`config.mk`:
```
export PLATFORM = sky130hd
export DESIGN_NAME = ecc_err_log
export DESIGN_NICKNAME = d
export VERILOG_FILES = /design/src/rtl/ecc_log_pkg.sv /design/src/rtl/ecc_err_capture.sv /design/src/rtl/ecc_io_rdmux.sv /design/src/rtl/ecc_err_log.sv
export SDC_FILE = /design/constraint.sdc
export NUM_CORES = 1
export LEC_CHECK = 0
export BUFFER_PORTS_ARGS = -buffer_cell sky130_fd_sc_hd__buf_2
export CORE_MARGIN = 2
export CORE_UTILIZATION = 42
export DETAILED_ROUTE_END_ITERATION = 16
export GPL_TIMING_DRIVEN = 0
export PLACE_DENSITY = 0.79
export SYNTH_ARGS = -nofsm -noshare
export SYNTH_HDL_FRONTEND = slang
export SYNTH_SLANG_ARGS = --single-unit
export TNS_END_PERCENT = 20
```
`constraint.sdc`:
```
create_clock -name clk -period 1.5 [get_ports clk]
set_input_delay 0.15 -clock clk [delete_from_list [all_inputs] [get_ports clk]]
set_output_delay 0.15 -clock clk [all_outputs]
set_load 0.05 [all_outputs]
```
`src/rtl/ecc_log_pkg.sv`:
```
package ecc_log_pkg;
    localparam int ADDR_W   = 32;
    localparam int STAT_W   = 12;
    localparam int SYN_LSB  = 5;
    localparam int SYN_W    = STAT_W - SYN_LSB;
    localparam int IDX_W    = 4;
    localparam int DATA_W   = 32;

    localparam int MULTI_BIT = 0;
    localparam int SBE_BIT   = 1;
    localparam int DBE_BIT   = 3;

    localparam logic [IDX_W-1:0] RD_ADDR_IDX = 4'd0;
    localparam logic [IDX_W-1:0] RD_STAT_IDX = 4'd1;
    localparam logic [IDX_W-1:0] WR_CLR_IDX  = 4'd3;

    typedef struct packed {
        logic [ADDR_W-1:0] addr;
        logic [STAT_W-1:0] stat;
    } err_rec_t;
endpackage

```
`src/rtl/ecc_err_capture.sv`:
```
module ecc_err_capture
    import ecc_log_pkg::*;
(
    input  logic              clk,
    input  logic              rst_n,
    input  logic              sbe_i,
    input  logic              dbe_i,
    input  logic [SYN_W-1:0]  syn_i,
    input  logic [ADDR_W-1:0] addr_i,
    input  logic              clr_i,
    output err_rec_t          rec_o
);
    err_rec_t rec_d, rec_q;
    logic     logged;
    logic     hit;

    always_comb begin
        rec_d  = rec_q;
        logged = rec_q.stat[SBE_BIT] | rec_q.stat[DBE_BIT];
        hit    = sbe_i | dbe_i;
        if (clr_i) begin
            rec_d  = '0;
            logged = 1'b0;
        end
        if (hit) begin
            if (logged) begin
                rec_d.stat[MULTI_BIT] = 1'b1;
            end else begin
                rec_d.addr = addr_i;
                rec_d.stat = '0;
                rec_d.stat[STAT_W-1:SYN_LSB] = syn_i;
                if (dbe_i) rec_d.stat[DBE_BIT] = 1'b1;
                else       rec_d.stat[SBE_BIT] = 1'b1;
            end
        end
    end

    always_ff @(posedge clk) begin
        if (!rst_n) rec_q <= '0;
        else        rec_q <= rec_d;
    end

    assign rec_o = rec_q;

    // multi flag sticky until a clear
    p_multi_sticky_r6: assert property (@(posedge clk) disable iff (!rst_n)
        (rec_q.stat[MULTI_BIT] && !clr_i) |=> rec_q.stat[MULTI_BIT]);

    // a logged record keeps its address and syndrome
    p_record_kept_r5: assert property (@(posedge clk) disable iff (!rst_n)
        ((rec_q.stat[SBE_BIT] || rec_q.stat[DBE_BIT]) && !clr_i)
        |=> ($stable(rec_q.addr) && $stable(rec_q.stat[STAT_W-1:SYN_LSB])));

    // double-bit wins over single-bit on a fresh log
    p_dbe_wins_r4: assert property (@(posedge clk) disable iff (!rst_n)
        (sbe_i && dbe_i && (clr_i || !(rec_q.stat[SBE_BIT] || rec_q.stat[DBE_BIT])))
        |=> (rec_q.stat[DBE_BIT] && !rec_q.stat[SBE_BIT]));

    // a clear with no report empties the record
    p_clear_r7: assert property (@(posedge clk) disable iff (!rst_n)
        (clr_i && !sbe_i && !dbe_i) |=> (rec_q == '0));

    // at most one error class is ever recorded
    p_one_class_r2: assert property (@(posedge clk) disable iff (!rst_n)
        $onehot0({rec_q.stat[SBE_BIT], rec_q.stat[DBE_BIT]}));

    // a report during a clear starts a fresh record
    p_clear_and_hit_r8: assert property (@(posedge clk) disable iff (!rst_n)
        (clr_i && (sbe_i || dbe_i)) |=> !rec_q.stat[MULTI_BIT]);
endmodule

```
`src/rtl/ecc_io_rdmux.sv`:
```
module ecc_io_rdmux
    import ecc_log_pkg::*;
(
    input  logic [IDX_W-1:0]  idx_i,
    input  err_rec_t          rec_i,
    output logic [DATA_W-1:0] data_o
);
    always_comb begin
        data_o = '0;
        case (idx_i)
            RD_ADDR_IDX: data_o[ADDR_W-1:0] = rec_i.addr;
            RD_STAT_IDX: data_o[STAT_W-1:0] = rec_i.stat;
            default:     data_o = '0;
        endcase
    end

    // upper bits of a status read are zero
    always_comb begin
        if (idx_i == RD_STAT_IDX)
            a_stat_zext_r9: assert (data_o[DATA_W-1:STAT_W] == '0);
    end
endmodule

```
`src/rtl/ecc_err_log.sv`:
```
module ecc_err_log
    import ecc_log_pkg::*;
(
    input  logic              clk,
    input  logic              rst_n,
    input  logic              sbe_i,
    input  logic              dbe_i,
    input  logic [SYN_W-1:0]  syn_i,
    input  logic [ADDR_W-1:0] addr_i,
    input  logic              io_wr_i,
    input  logic [IDX_W-1:0]  io_wr_idx_i,
    input  logic [IDX_W-1:0]  io_rd_idx_i,
    output logic [DATA_W-1:0] io_rd_data_o,
    output logic [ADDR_W-1:0] dbg_addr_o,
    output logic [STAT_W-1:0] dbg_stat_o
);
    err_rec_t rec;
    logic     clr;

    assign clr = io_wr_i && (io_wr_idx_i == WR_CLR_IDX);

    ecc_err_capture u_cap (
        .clk    (clk),
        .rst_n  (rst_n),
        .sbe_i  (sbe_i),
        .dbe_i  (dbe_i),
        .syn_i  (syn_i),
        .addr_i (addr_i),
        .clr_i  (clr),
        .rec_o  (rec)
    );

    ecc_io_rdmux u_rd (
        .idx_i  (io_rd_idx_i),
        .rec_i  (rec),
        .data_o (io_rd_data_o)
    );

    assign dbg_addr_o = rec.addr;
    assign dbg_stat_o = rec.stat;

    // a write to another index leaves the status unchanged when idle
    p_other_wr_r7: assert property (@(posedge clk) disable iff (!rst_n)
        (io_wr_i && io_wr_idx_i != WR_CLR_IDX && !sbe_i && !dbe_i)
        |=> $stable(dbg_stat_o));
endmodule

```
Word level (Yosys, flattened, before mapping):

Index checks and enable logic that the tools add are counted.

* reduce and logical (&&, ||, !) cells: 3
* mux-type cells: 9
* bitwise logic cells: 2
* eq/ne operators: 2

Operators by type and width (count)
* 44-bit 2-to-1 mux: 2
* 43-bit 2-to-1 mux: 1
* 12-bit case mux with 2 select lines: 1
* 20-bit 2-to-1 mux: 1
* 4-bit by 1-bit equality test with 1-bit output, second input constant: 1
* 4-bit by 2-bit equality test with 1-bit output, second input constant: 1
* 4-bit logical NOT: 1
* 1-bit 2-to-1 mux: 4
* 1-bit bitwise OR: 2
* 2-bit nonzero test: 1
* 1-bit logical AND: 1

* word-level logic and storage cells: 19
* input bits: 52
* register bits after elaboration: 44

Longest topological paths before layout:

* depth after elaboration: 5
* depth in mapped cells: 6

Modules after synthesis:

A second synthesis with hierarchy kept.

* cell total of the unflattened synthesis: 159
* area, all modules: 1759.2 um^2

By module, submodules not included
* ecc_err_capture: cells each 106, area each 1371.3 um^2, sequential area each 880.8 um^2, instances 1
* ecc_io_rdmux: cells each 51, area each 372.9 um^2, sequential area each 0.0 um^2, instances 1
* ecc_err_log: cells each 2, area each 15.0 um^2, sequential area each 0.0 um^2, instances 1

Worst setup path before layout:

OpenSTA, ideal clock, no wires.

* path type: register to register
* from: register u_cap.rec_q (netlist bit u_cap.rec_o[3])
* to: register u_cap.rec_q (netlist bit u_cap.rec_o[29])
* stages on the path, launching flop included: 6
* arrival time: 1.455 ns
* required time: 1.427 ns
* setup slack: -0.028 ns
* period minus slack after synthesis: 1.528 ns
* cells stage by stage: dfxtp_1 > nor3_2 > or2_4 > buf_6 > buf_6 > o22ai_2

* longest elaborated chain between the ends: 4

Ends and longest elaborated chain
* start: declaration: RTL line ecc_err_capture.sv:13 `err_rec_t rec_d, rec_q;`
* start signal: assignment: RTL line ecc_err_capture.sv:40 `else rec_q <= rec_d;`
* 1-bit bitwise OR: RTL line ecc_err_capture.sv:19 `logged = rec_q.stat[SBE_BIT] | rec_q.stat[DBE_BIT];`
* 1-bit 2-to-1 mux: RTL line ecc_err_capture.sv:21 `if (clr_i) begin`
* 43-bit 2-to-1 mux: RTL line ecc_err_capture.sv:26 `if (logged) begin`
* 44-bit 2-to-1 mux: RTL line ecc_err_capture.sv:25 `if (hit) begin`

Every way passes these cells.
A chain may end at the register's enable or synchronous reset.

Final worst setup path:

* from: input io_rd_idx_i[2]
* to: output io_rd_data_o[23]

* longest elaborated chain between the ends: 2

Ends and longest elaborated chain
* start: declaration: RTL line ecc_err_log.sv:12 `input logic [IDX_W-1:0] io_rd_idx_i,`
* 4-bit logical NOT: RTL line ecc_io_rdmux.sv:10 `case (idx_i)`
* 20-bit 2-to-1 mux: RTL line ecc_io_rdmux.sv:10
* end: declaration: RTL line ecc_err_log.sv:13 `output logic [DATA_W-1:0] io_rd_data_o,`

Every way passes these cells.

==> flow_summary.yaml <==
die:
  num_rows: 24
  io_pins: 128
  dieArea_sq_mm: 0.00521
  start_util_pct: 44.2
  dieHeight_um: 72.2
  fp.dieW_um: 72.2
  core-area_sq_mm: 0.00441
sta:
  finalCritPeriodShare_pct: 97.7
  slew_headroom_pct: 66.4
  rsz0062_at_grt: "false"
  final-setup-viol-count: 0
  max_clock_freq_ghz: 0.683
  finalCriticalPeriod_ns: 1.47
  worstMarginPinSlew_ns: 0.504
  drv_slew: 0
  holdWs_ns: 0.102
  finalHoldViolCount: 0
  fin_skew_ns: 0.00493
critical_path:
  slowest_delay_ns: 0.27
  r2r-end: "u_cap.rec_o[29]"
  crit_chain: "buf_2 -> nor4_4 -> buf_4 -> clkbuf_4 -> and2_1 -> buf_2"
  timing.reg2reg.setup_slack_ns: 0.14
  cp.depth: 6
  critical_path.endpoint_type: "primary output"
  slowest_stage: "buf_2"
  reg2regPathDepth: 5
  start_kind: "primary input"
  startpoint: "io_rd_idx_i[2]"
  cp.buffers_inverters: 4
  worst_path_most_repeated_cell: "buf_2"
  path_max_fanout: 10
  crit_family: "buffers and inverters"
  cp_data_required_time_ns: 1.35
  worstPathArrival_ns: 1.32
  criticalPathCategory: "in2out"
  crit_path_end: "io_rd_data_o[23]"
  r2r_start: "u_cap.rec_o[1]"
clock_tree:
  htree_levels: 2
  cts_tree: "yes"
  clockBufferDepth: 2
  root_buffer: "clkbuf_8"
  clock_sinks: 44
  clkSlewWorstSetupHoldPaths_ns: 0.08
  numCtsBuffers: 5
  holdBufCountCts: 0
  clkLatencyLatePin_ns: 0.29
finish:
  fin_area_sq_mm: 0.00279
  antenna_cells: 0
  fill_cells: 410
  drive_above_1_share_pct: 43.9
  final_util_pct: 63.3
  largest_reg_flops: 44
  syn_to_final_growth_pct: 43.2
  final_net_count: 420
worst_hold_path:
  hold_depth: 3
  min_from: "addr_i[1]"
  holdCritPathClass: "in2reg"
grt:
  grt_start_max_net_pins: 14
  antenna_found_initial: 0
  grt_pass1_wl_um: 8870
  overflow: 0
  grt_pass1_vias: 1911
  groute.usage.overall_pct: 21.6
logic_synthesis:
  ys_seq_elements: 44
  seq_area_frac_synth_pct: 45.2
  yosysWarnings: 0
  synthCells: 234
  synthesis.area_sq_mm: 0.00195
  yosysUniqueCellTypes: 23
  synthesis.nets: 286
  synth.avg_cell_area_sq_um: 8.34
drt:
  dr.pass1.iters: 4
  post_drt_via_cell_ratio: 5.07
  drt_iter0_drc: 118
  vias: 2136
  ant_nets: 0
  wl_per_cell_um: 13.7
  routed_wl_um: 5760
  drc: 0
run_status:
  outcome: "completed"
pwr:
  ir_worst_vdd_mv: 0.468
  power_mw: 3.12
  power.leakage_nw: 1.42
  power_density_mw_per_mm2: 1120
place:
  place_congestion: 0.859
  port_buffers: 126
  dp_hpwl_um: 4390
  dpl_cell_area_sq_mm: 0.00265
run:
  cap_violations: 0
final cells by class:
cell class | instances | area [sq um] | area share [%]
Multi-Input combinational cell | 169 | 980 | 35.1
Sequential cell | 44 | 883 | 31.6
Timing Repair Buffer | 127 | 641 | 22.9
Buffer | 21 | 118 | 4.21
Clock buffer | 6 | 72.6 | 2.60
Tap cell | 52 | 65.1 | 2.33
Clock inverter | 2 | 35.0 | 1.25
layer usage:
metal	vias to the layer above	global-route usage, %	share of wire [%]
met3	4	4.58	6.5
met2	82	36.2	48
li1	1076	-	-
met4	0	6.08	1.1
met5	-	0	0
met1	974	28.0	44
cell usage in the layout, fill, tap and decap left out, drive strengths merged:
cell    instances
nor3            2
o311a           1
and3            2
nand2b          1
nand2          79
nand3b          2
a22o           12
and2           20
dfxtp          44
clkbuf         19
buf           135
nor2            4
o22ai          39
o21ai           2
nor4b           1
bufinv          1
a21boi          2
clkinv          1
or2             1
nor4            1
cells in the mapped netlist:
master    count  share of area (%)
buf_2         6                1.5
nand2b_1      1               0.32
nand2_1      79                 15
nor3_1        1               0.26
nand3b_1      2               0.77
nor2_1        3               0.58
dfxtp_1      44                 45
or2_4         1               0.45
and3_1        2               0.64
o22ai_1      29                9.3
nor3_2        1               0.51
a21boi_0      2               0.77
a22o_1       12                5.4
o22ai_2      10                6.4
and2_1       20                6.4
nor4_2        1               0.64
o311a_1       1               0.51
nor4b_1       1               0.45
o21ai_0       2               0.51
buf_4         1               0.39
clkbuf_1     12                2.3
nor2_2        1               0.32
buf_6         2                1.2
kinds of logic (layout without fill, tap and decap cells):
group	Yosys count	in the layout	synth area share (%)
simple gates	113	113	26.6
compound gates	56	56	22.9
flops	44	44	45.2
buf+inv	21	156	5.39
metrics by stage:
stage	std cells	TNS [ns]	setup slack, ns
3_5_place_dp	412	-7.63	-0.304
4_1_cts	421	0	0.0300
5_1_grt	421	0	0.000371
2_1_floorplan	234	0	0.0964
3_3_place_gp	412	-6.22	-0.235
6_report	421	0	0.0350
worst min path at each step:
stage,endpoint
2_1_floorplan,u_cap.rec_o[3]
3_3_place_gp,u_cap.rec_o[7]
3_5_place_dp,u_cap.rec_o[40]
4_1_cts,u_cap.rec_o[40]
5_1_grt,u_cap.rec_o[10]
6_report,u_cap.rec_o[13]
where the power goes:
group,internal [mW],switching [mW]
combinational,0.249,0.649
sequential,1.27,0.0729
clock,0.494,0.388
total,2.01,1.11
tightest hold or removal path, delay by kind of cell:
kind	cells	cell delay [ns]
compound gates	1	0.06
buf+inv	1	0.09
simple gates	1	0.05
timing repair:
item	4_1_cts	5_1_grt
buffers inserted	1	0
gates resized for setup	7	3
pin swaps	1	0
setup endpoints to repair	30	10
cloned	0	0
No activity file was read; power rests on OpenSTA's default activity.
